**config.mk**
```make
export PLATFORM = sky130hd
export DESIGN_NAME = ssc_ctrl
export DESIGN_NICKNAME = d
export VERILOG_FILES = /design/src/rtl/ssc_pkg.sv /design/src/rtl/ssc_sync.sv /design/src/rtl/ssc_tri.sv /design/src/rtl/ssc_settle.sv /design/src/rtl/ssc_ctrl.sv
export SDC_FILE = /design/constraint.sdc
export NUM_CORES = 1
export LEC_CHECK = 0
export BUFFER_PORTS_ARGS = -buffer_cell sky130_fd_sc_hd__buf_2
export CAP_MARGIN = 20
export CORE_MARGIN = 3
export CORE_UTILIZATION = 56
export DETAILED_ROUTE_END_ITERATION = 10
export GPL_TIMING_DRIVEN = 0
export PLACE_DENSITY_LB_ADDON = 0.3
export SETUP_SLACK_MARGIN = 0.5
export SYNTH_ARGS = -nofsm -noshare
export SYNTH_HDL_FRONTEND = slang
export SYNTH_SLANG_ARGS = --single-unit
```
**constraint.sdc**
```tcl
create_clock -name clk -period 5.04 [get_ports clk]
set_input_delay 0 -clock clk [delete_from_list [all_inputs] [get_ports clk]]
set_output_delay 0 -clock clk [all_outputs]
set_load 0.005 [all_outputs]
```
**src/rtl/ssc_pkg.sv**
```systemverilog
package ssc_pkg;
  typedef enum logic {
    ST_SETTLE = 1'b0,
    ST_LIVE   = 1'b1
  } settle_st_e;
endpackage

```
**src/rtl/ssc_sync.sv**
```systemverilog
module ssc_sync #(
  parameter int STAGES = 2
) (
  input  logic clk,
  input  logic rst,
  input  logic din,
  output logic level,
  output logic changed
);
  logic [STAGES-1:0] chain;
  logic              prev;

  always_ff @(posedge clk) begin
    if (rst) chain[0] <= 1'b0;
    else     chain[0] <= din;
  end

  for (genvar g = 1; g < STAGES; g++) begin : g_stage
    always_ff @(posedge clk) begin
      if (rst) chain[g] <= 1'b0;
      else     chain[g] <= chain[g-1];
    end
  end

  always_ff @(posedge clk) begin
    if (rst) prev <= 1'b0;
    else     prev <= chain[STAGES-1];
  end

  assign level   = chain[STAGES-1];
  assign changed = chain[STAGES-1] ^ prev;
endmodule

```
**src/rtl/ssc_tri.sv**
```systemverilog
module ssc_tri #(
  parameter int PHASE_LOG2  = 9,
  parameter int CODE_W      = 8,
  parameter int PEAK_NARROW = 20,
  parameter int PEAK_WIDE   = 40
) (
  input  logic                     clk,
  input  logic                     rst,
  input  logic                     wide,
  output logic signed [CODE_W-1:0] offset
);
  localparam int PH_W   = PHASE_LOG2 + 1;
  localparam int PROD_W = CODE_W + PHASE_LOG2 + 1;

  logic [PH_W-1:0]       phase;
  logic [CODE_W-1:0]     peak;
  logic [PHASE_LOG2-1:0] idx;
  logic                  falling;
  logic [PROD_W-1:0]     span;
  logic [CODE_W-1:0]     step;
  logic [CODE_W-1:0]     nxt;

  always_comb begin
    peak    = wide ? CODE_W'(PEAK_WIDE) : CODE_W'(PEAK_NARROW);
    idx     = phase[PHASE_LOG2-1:0];
    falling = phase[PHASE_LOG2];
    span    = PROD_W'({peak, 1'b0}) * PROD_W'(idx);
    step    = CODE_W'(span >> PHASE_LOG2);
    nxt     = falling ? (peak - step) : (step - peak);
  end

  always_ff @(posedge clk) begin
    if (rst) begin
      phase  <= '0;
      offset <= '0;
    end else begin
      phase  <= phase + 1'b1;
      offset <= $signed(nxt);
    end
  end


  narrow_amp_chk: assert property (@(posedge clk) disable iff (rst)
    !wide |=> (offset <= PEAK_NARROW && offset >= -PEAK_NARROW));

  wide_amp_chk: assert property (@(posedge clk) disable iff (rst)
    wide |=> (offset <= PEAK_WIDE && offset >= -PEAK_WIDE));
endmodule

```
**src/rtl/ssc_settle.sv**
```systemverilog
module ssc_settle
  import ssc_pkg::*;
#(
  parameter int SETTLE_CYCLES = 32800
) (
  input  logic clk,
  input  logic rst,
  input  logic changed,
  output logic blank,
  output logic valid
);
  localparam int CNT_W = $clog2(SETTLE_CYCLES + 1);
  localparam logic [CNT_W-1:0] LAST = CNT_W'(SETTLE_CYCLES - 1);

  settle_st_e       st;
  logic [CNT_W-1:0] cnt;

  always_ff @(posedge clk) begin
    if (rst || changed) begin
      st    <= ST_SETTLE;
      cnt   <= '0;
      blank <= 1'b1;
      valid <= 1'b0;
    end else if (st == ST_SETTLE) begin
      if (cnt == LAST) begin
        st    <= ST_LIVE;
        cnt   <= '0;
        blank <= 1'b0;
        valid <= 1'b1;
      end else begin
        cnt <= cnt + 1'b1;
      end
    end
  end


  restart_chk: assert property (@(posedge clk) disable iff (rst)
    changed |=> (blank && !valid && cnt == '0));

  flag_excl_chk: assert property (@(posedge clk) disable iff (rst)
    blank != valid);

  cnt_bound_chk: assert property (@(posedge clk) disable iff (rst)
    cnt <= LAST);

  live_idle_chk: assert property (@(posedge clk) disable iff (rst)
    (st == ST_LIVE && !changed) |=> (!blank && $stable(cnt)));
endmodule

```
**src/rtl/ssc_ctrl.sv**
```systemverilog
module ssc_ctrl #(
  parameter int PHASE_LOG2    = 9,
  parameter int CODE_W        = 8,
  parameter int PEAK_NARROW   = 20,
  parameter int PEAK_WIDE     = 40,
  parameter int SETTLE_CYCLES = 32800,
  parameter int SYNC_STAGES   = 2
) (
  input  logic              clk,
  input  logic              rst,
  input  logic              spread_wide,
  output logic [CODE_W-1:0] offset_code,
  output logic              blank_out,
  output logic              data_valid
);
  logic                     wide_s;
  logic                     sel_chg;
  logic signed [CODE_W-1:0] tri_code;

  ssc_sync #(.STAGES(SYNC_STAGES)) i_sync (
    .clk     (clk),
    .rst     (rst),
    .din     (spread_wide),
    .level   (wide_s),
    .changed (sel_chg)
  );

  ssc_tri #(
    .PHASE_LOG2  (PHASE_LOG2),
    .CODE_W      (CODE_W),
    .PEAK_NARROW (PEAK_NARROW),
    .PEAK_WIDE   (PEAK_WIDE)
  ) i_tri (
    .clk    (clk),
    .rst    (rst),
    .wide   (wide_s),
    .offset (tri_code)
  );

  ssc_settle #(.SETTLE_CYCLES(SETTLE_CYCLES)) i_settle (
    .clk     (clk),
    .rst     (rst),
    .changed (sel_chg),
    .blank   (blank_out),
    .valid   (data_valid)
  );

  assign offset_code = tri_code;


  reset_state_chk: assert property (@(posedge clk)
    rst |=> (offset_code == '0 && blank_out && !data_valid));
endmodule

```
* Word level (Yosys, flattened, before mapping)
Index checks and enable logic that the tools add are counted.
Storage, ports and cells: bits in registers 40, bits of input ports 3, output and inout bits 10, logic and storage cells 24
Operators by class: $add $sub $neg 4, $mul 1, equality and inequality tests 1, mux-type cells 5, bitwise gates (word level) 2, reductions and logical operators 2
Operators with widths (number):
- 16-bit by 1-bit adder with 16-bit output, second input constant | 1
- 16-bit == test, second input constant | 1
- 8-bit by 9-bit multiplier with 16-bit output | 1
- 16-bit 2-to-1 mux | 1
- 8-bit subtractor | 2
- 10-bit by 1-bit adder with 10-bit output, second input constant | 1
- 8-bit 2-to-1 mux | 1
- 6-bit 2-to-1 mux | 1
- 1-bit 2-to-1 mux | 2
- 2-bit AND reduction | 1
- 1-bit logical OR | 1
- 1-bit inverter | 1
- 1-bit bitwise XOR | 1

* Depth between registers and ports, before layout
depth in word-level cells 4, mapped depth 21, mapped depth without buffers 21

* Hierarchy
A second synthesis with hierarchy kept.
Second synthesis, totals: cells, all modules 327, area, all modules 2837.7 um^2
By module, submodules not included:
- ssc_tri | times used 1, cells each 223, area an instance 1866.8 um^2, seq. area each 360.3 um^2
- ssc_settle | times used 1, cells each 97, area an instance 883.3 um^2, seq. area each 380.4 um^2
- ssc_sync | times used 1, cells each 7, area an instance 87.6 um^2, seq. area each 60.1 um^2

* Worst setup path before layout
OpenSTA, ideal clock, no wires.
kind reg2reg, from register i_sync.chain[1], in the netlist i_sync.level, to register i_tri.offset[7], setup time 0.121 ns, arrival time 4.892 ns, data required time 4.919 ns, setup slack 0.026 ns, stages on the path, launching flop included 21, path buffers 0, period minus slack after synthesis 5.014 ns, cell sequence dfxtp_1 clkinv_1 nand2_1 o21ai_0 ha_1 inv_1 fa_1 inv_1 ha_1 ha_1 a21o_1 a221oi_1 nor2b_1 o21a_1 nor2_1 xnor2_1 ha_1 a21boi_0 a311oi_1 o32a_1 mux2_4
Between the ends: longest elaborated chain between the ends 4, elaborated cells between the ends (all ways) 5, those cells by class add/sub: 2; mul: 1; mux: 2
Ends and longest elaborated chain:
- from (decl) | line ssc_sync.sv:10 | logic [STAGES-1:0] chain;
- from (signal, indexed assignment) | line ssc_sync.sv:21 | else chain[g] <= chain[g-1];
- 6-bit 2-to-1 mux (*) | line ssc_tri.sv:24 | peak = wide ? CODE_W'(PEAK_WIDE) : CODE_W'(PEAK_NARROW);
- 8-bit by 9-bit multiplier with 16-bit output | line ssc_tri.sv:27 | span = PROD_W'({peak, 1'b0}) * PROD_W'(idx);
- 8-bit subtractor | line ssc_tri.sv:29 | nxt = falling ? (peak - step) : (step - peak);
- 8-bit 2-to-1 mux (*) | line ssc_tri.sv:29
- to (signal assigned) | line ssc_tri.sv:38 | offset <= $signed(nxt);
- to (decl) | line ssc_tri.sv:10 | output logic signed [CODE_W-1:0] offset
Every way passes the cells marked *; elsewhere a longest branch is shown, timed or not. A chain may end at the register's enable or synchronous reset.

* Final worst setup path
from register i_sync.chain[1], in the netlist i_sync.level, to register i_tri.offset[6]
Same word-level chain as after synthesis.

==> impl_metrics.xml <==
<?xml version="1.0" encoding="UTF-8"?>
<metrics>
  <group name="grt">
    <metric name="grt_antenna_before_repair" unit="">0</metric>
    <metric name="grt_max_degree" unit="">13</metric>
    <metric name="grt_pass1_vias" unit="">2414</metric>
    <metric name="first_pass_grt_wire_length" unit="um">10700</metric>
    <metric name="grt_overflow_total" unit="">0</metric>
    <metric name="grt_use_total" unit="">0.221</metric>
  </group>
  <group name="power">
    <metric name="sw_frac_of_total" unit="">0.219</metric>
    <metric name="seqPwrFrac" unit="">0.487</metric>
    <metric name="total_power" unit="uW">680</metric>
    <metric name="vdd.ir_drop.worst" unit="mV">0.187</metric>
    <metric name="power_switching" unit="uW">149</metric>
    <metric name="p_comb_frac" unit="">0.102</metric>
    <metric name="cellLeakagePower" unit="nW">1.60</metric>
    <metric name="clock_power_share" unit="">0.411</metric>
    <metric name="pwr_density_cell" unit="nW/um^2">189</metric>
    <metric name="power.internal" unit="uW">531</metric>
  </group>
  <group name="final_layout">
    <metric name="final_nets" unit="">410</metric>
    <metric name="layout.core_utilization" unit="">0.749</metric>
    <metric name="antenna-diode-count" unit="">0</metric>
    <metric name="area_delta_synth_final" unit="%">27.3</metric>
    <metric name="final_layout_size_suffix_gt1_frac" unit="">0.266</metric>
    <metric name="finalInstanceArea" unit="um^2">3610</metric>
    <metric name="fillCellCount" unit="">345</metric>
  </group>
  <group name="die">
    <metric name="core-area" unit="um^2">4820</metric>
    <metric name="pin_count" unit="">13</metric>
    <metric name="die_area" unit="um^2">5950</metric>
    <metric name="initial_utilization" unit="">0.588</metric>
    <metric name="dieHeight" unit="um">77.1</metric>
    <metric name="floorplan.rows" unit="">25</metric>
    <metric name="die_x" unit="um">77.1</metric>
  </group>
  <group name="route">
    <metric name="vias" unit="">2365</metric>
    <metric name="detail_route.iter0.violations" unit="">96</metric>
    <metric name="routed_via_density" unit="">5.53</metric>
    <metric name="postRouteAntennaNets" unit="">0</metric>
    <metric name="detail_route.drc_violations" unit="">0</metric>
    <metric name="avgRoutedWirePerCell" unit="um">15.3</metric>
    <metric name="drt_wl_total" unit="um">6550</metric>
    <metric name="drt-pass1-iter-count" unit="">4</metric>
  </group>
  <group name="worst_setup_path">
    <metric name="worst_setup_path_start_kind" unit="">flip-flop</metric>
    <metric name="cp_data_arrival_time" unit="ns">4.83</metric>
    <metric name="worst_ep_required_time" unit="ns">5.23</metric>
    <metric name="crit_fanout" unit="">6</metric>
    <metric name="timing_worst_setup_path_type" unit="">reg2reg</metric>
    <metric name="endpoint_kind" unit="">flip-flop</metric>
  </group>
  <group name="logic_synthesis">
    <metric name="seq_area_frac_synth" unit="">0.283</metric>
    <metric name="async_flop_share" unit="">0</metric>
    <metric name="compound_gate_fraction_of_synth_area" unit="">0.0901</metric>
    <metric name="synth.net_count" unit="">376</metric>
    <metric name="synthesis.area_per_instance" unit="um^2">8.69</metric>
    <metric name="main_combinational_cell_family_by_area_after_synthesis" unit="">simple AND/OR/NAND/NOR gates</metric>
    <metric name="synthSimpleGateAreaFrac" unit="">0.227</metric>
    <metric name="synth_seq_cells" unit="">40</metric>
    <metric name="number_of_cells_produced_by_synthesis" unit="">326</metric>
    <metric name="share_of_cell_area_taken_by_muxes_after_synthesis" unit="">0.0234</metric>
    <metric name="mappedNetlistArea" unit="um^2">2830</metric>
    <metric name="synth.yosys.warnings" unit="">0</metric>
    <metric name="yosys_most_used_dff" unit="">sky130_fd_sc_hd__dfxtp_1</metric>
    <metric name="post_synth_edffs" unit="">0</metric>
    <metric name="synth_fa_ha_area_frac" unit="">0.226</metric>
    <metric name="post_synth_num_cell_types" unit="">45</metric>
    <metric name="synthXorXnorAreaFrac" unit="">0.102</metric>
  </group>
  <group name="outcome">
    <metric name="run_status" unit="">complete, no violations</metric>
  </group>
  <group name="timing">
    <metric name="report.final.hold_viol_count" unit="">0</metric>
    <metric name="setup-tns-final" unit="ns">0</metric>
    <metric name="rsz_0062_raised_after_global_routing" unit="">yes</metric>
    <metric name="max_clock_freq" unit="MHz">216</metric>
    <metric name="timing.final.setup_violations" unit="">0</metric>
    <metric name="post-route-min-period" unit="ns">4.64</metric>
    <metric name="post-route-period-util" unit="">0.921</metric>
    <metric name="finalClockSkew" unit="ns">0.00629</metric>
    <metric name="maxSlewViolCount" unit="">0</metric>
  </group>
  <group name="place">
    <metric name="final_weighted_congestion_in_routability_driven_placement" unit="">0.823</metric>
    <metric name="dpl_cell_area" unit="um^2">2990</metric>
    <metric name="placement.io_buffers" unit="">12</metric>
    <metric name="hpwlAfterDp" unit="um">4000</metric>
  </group>
  <group name="job">
    <metric name="drv.max_cap_violation_count" unit="">0</metric>
  </group>
  <group name="cts">
    <metric name="path_clk_slew" unit="ns">0.07</metric>
    <metric name="cts_tree" unit="">done</metric>
    <metric name="clock_path_buffers" unit="">2</metric>
    <metric name="clk_latency" unit="ns">0.29</metric>
    <metric name="clock_tree_root" unit="">sky130_fd_sc_hd__clkbuf_8</metric>
    <metric name="ctsHtreeMaxLevel" unit="">2</metric>
    <metric name="cts.sink_count" unit="">40</metric>
    <metric name="cts_buffers" unit="">5</metric>
  </group>
  <group name="min_path">
    <metric name="hp-class" unit="">in2reg</metric>
  </group>
</metrics>
==> path summary, 6_finish.rpt <==
kind / depth (start not counted) / from / end / slack [ns]
min: 3 / rst / i_tri.offset[7] / 0.12
max: 18 / i_sync.level / i_tri.offset[6] / 0.40
min reg2reg: 1 / i_sync.chain[0] / i_sync.level / 0.44
max reg2reg: 18 / i_sync.level / i_tri.offset[6] / 0.40
==> layer usage <==
layer,track usage,wire [um],vias up
li1,-,-,1161
met1,0.246,2540,1119
met2,0.421,3510,63
met3,0.0200,259,22
met4,0.0979,230,0
met5,0,0,-
==> critical path, cell delays in order (launching register included) <==
cell and delay, ns:
sky130_fd_sc_hd__dfxtp_4 0.39, sky130_fd_sc_hd__buf_8 0.15, sky130_fd_sc_hd__and2_4 0.14, sky130_fd_sc_hd__nand2b_4 0.14
sky130_fd_sc_hd__ha_4 0.24, sky130_fd_sc_hd__fa_1 0.50, sky130_fd_sc_hd__ha_4 0.30, sky130_fd_sc_hd__ha_4 0.20
sky130_fd_sc_hd__a21o_1 0.23, sky130_fd_sc_hd__a221oi_4 0.39, sky130_fd_sc_hd__nor2b_2 0.10, sky130_fd_sc_hd__o21a_1 0.21
sky130_fd_sc_hd__nor2_4 0.13, sky130_fd_sc_hd__xnor2_2 0.16, sky130_fd_sc_hd__ha_1 0.31, sky130_fd_sc_hd__and3_1 0.19
sky130_fd_sc_hd__a2111oi_2 0.36, sky130_fd_sc_hd__nor3_1 0.13, sky130_fd_sc_hd__nor3b_1 0.26
==> timing repair <==
action,4_1_cts,5_1_grt
endpoints found under the setup margin,3,3
hold buffers,1,0
setup buffers,11,3
endpoints found under the hold margin,1,0
resized for setup,45,27
pin swaps,21,18
==> flip-flops by register name, summed over array words and instances, names as in the netlist <==
signal,count
i_settle.blank,1
i_settle.cnt,16
i_settle.st,1
i_settle.valid,1
i_sync.chain,1
i_sync.level,1
i_sync.prev,1
i_tri.offset,8
i_tri.phase,10
==> synthesized netlist by cell type (2+ instances only) <==
| cell type | number | share of area |
|---|---|---|
| sky130_fd_sc_hd__o21ai_0 | 9 | 0.016 |
| sky130_fd_sc_hd__or2_2 | 2 | 0.0044 |
| sky130_fd_sc_hd__and3_2 | 2 | 0.0053 |
| sky130_fd_sc_hd__conb_1 | 2 | 0.0027 |
| sky130_fd_sc_hd__and4_1 | 3 | 0.0093 |
| sky130_fd_sc_hd__fa_1 | 7 | 0.049 |
| sky130_fd_sc_hd__or3_1 | 2 | 0.0044 |
| sky130_fd_sc_hd__inv_1 | 25 | 0.033 |
| sky130_fd_sc_hd__and4b_1 | 2 | 0.0071 |
| sky130_fd_sc_hd__and3_1 | 6 | 0.013 |
| sky130_fd_sc_hd__mux2i_1 | 4 | 0.014 |
| sky130_fd_sc_hd__and2_1 | 8 | 0.018 |
| sky130_fd_sc_hd__xnor2_1 | 15 | 0.046 |
| sky130_fd_sc_hd__nand4_1 | 3 | 0.0066 |
| sky130_fd_sc_hd__nand2b_1 | 4 | 0.0088 |
| sky130_fd_sc_hd__nand2_1 | 20 | 0.027 |
| sky130_fd_sc_hd__nor4b_1 | 2 | 0.0062 |
| sky130_fd_sc_hd__a21o_1 | 8 | 0.021 |
| sky130_fd_sc_hd__ha_1 | 40 | 0.18 |
| sky130_fd_sc_hd__nand3_1 | 10 | 0.018 |
| sky130_fd_sc_hd__clkbuf_1 | 9 | 0.012 |
| sky130_fd_sc_hd__nor2_1 | 42 | 0.056 |
| sky130_fd_sc_hd__xor2_1 | 18 | 0.056 |
| sky130_fd_sc_hd__nor2b_1 | 11 | 0.024 |
| sky130_fd_sc_hd__dfxtp_1 | 40 | 0.28 |
| sky130_fd_sc_hd__o21a_1 | 2 | 0.0053 |
| sky130_fd_sc_hd__nor3_1 | 2 | 0.0035 |
| sky130_fd_sc_hd__a221oi_1 | 2 | 0.0062 |
| sky130_fd_sc_hd__nor4_1 | 2 | 0.0044 |
| sky130_fd_sc_hd__a21oi_1 | 9 | 0.016 |
==> power groups by stage <==
stage | clock network [mW] | registers [mW] | logic, mW
after CTS | 0.287 | 0.330 | 0.0631
final | 0.279 | 0.331 | 0.0696
after global routing | 0.296 | 0.332 | 0.0774
after global placement | 0 | 0.338 | 0.0493
after detailed placement | 0 | 0.338 | 0.0513
after floorplan | 0 | 0.337 | 0.0379
==> kinds of logic after synthesis <==
| group | count (synthesis) |
|---|---|
| XOR/XNOR | 33 |
| other | 2 |
| buffers and inverters | 35 |
| AO/OA/AOI/OAI | 39 |
| adder cells (fa/ha/maj) | 47 |
| multiplexers | 6 |
| AND/OR/NAND/NOR | 124 |
| flip-flops | 40 |
==> cell usage in the layout, fill, tap and decap left out, drive strengths merged, types with 2 or more instances in the layout <==
master,instances
dfxtp,40
mux2i,4
and4,3
fa,7
xnor2,15
mux2,2
clkbuf,15
and3,9
nand3,10
and2,8
nor2,42
or3,2
o21ai,9
a21oi,9
a21o,8
conb,2
nand2b,4
o21a,2
nor4,2
and4b,2
inv,25
xor2,18
nand4,3
nor2b,11
buf,27
or2,2
nor3,2
a221oi,2
nor4b,2
nand2,20
ha,40
==> area by class of cell <==
cell class / count / area (um^2) / area share
Sequential cell: 40 / 807 / 0.224
Clock buffer: 7 / 96.3 / 0.0267
Multi-Input combinational cell: 251 / 2250 / 0.625
Inverter: 26 / 110 / 0.0305
Timing Repair Buffer: 27 / 179 / 0.0496
Tap cell: 67 / 83.8 / 0.0232
Clock inverter: 1 / 30.0 / 0.00833
Buffer: 9 / 45.0 / 0.0125
==> metrics by stage <==
stage | hold slack, ns | std cells | setup slack [ns]
3_5_place_dp | 0.222 | 405 | 0.0260
6_report | 0.119 | 428 | 0.400
5_1_grt | 0.154 | 428 | 0.287
3_3_place_gp | 0.207 | 405 | 0.00824
2_1_floorplan | 0.128 | 326 | 0.509
4_1_cts | 0.118 | 425 | 0.494
Power figures use the tool's default switching activity.
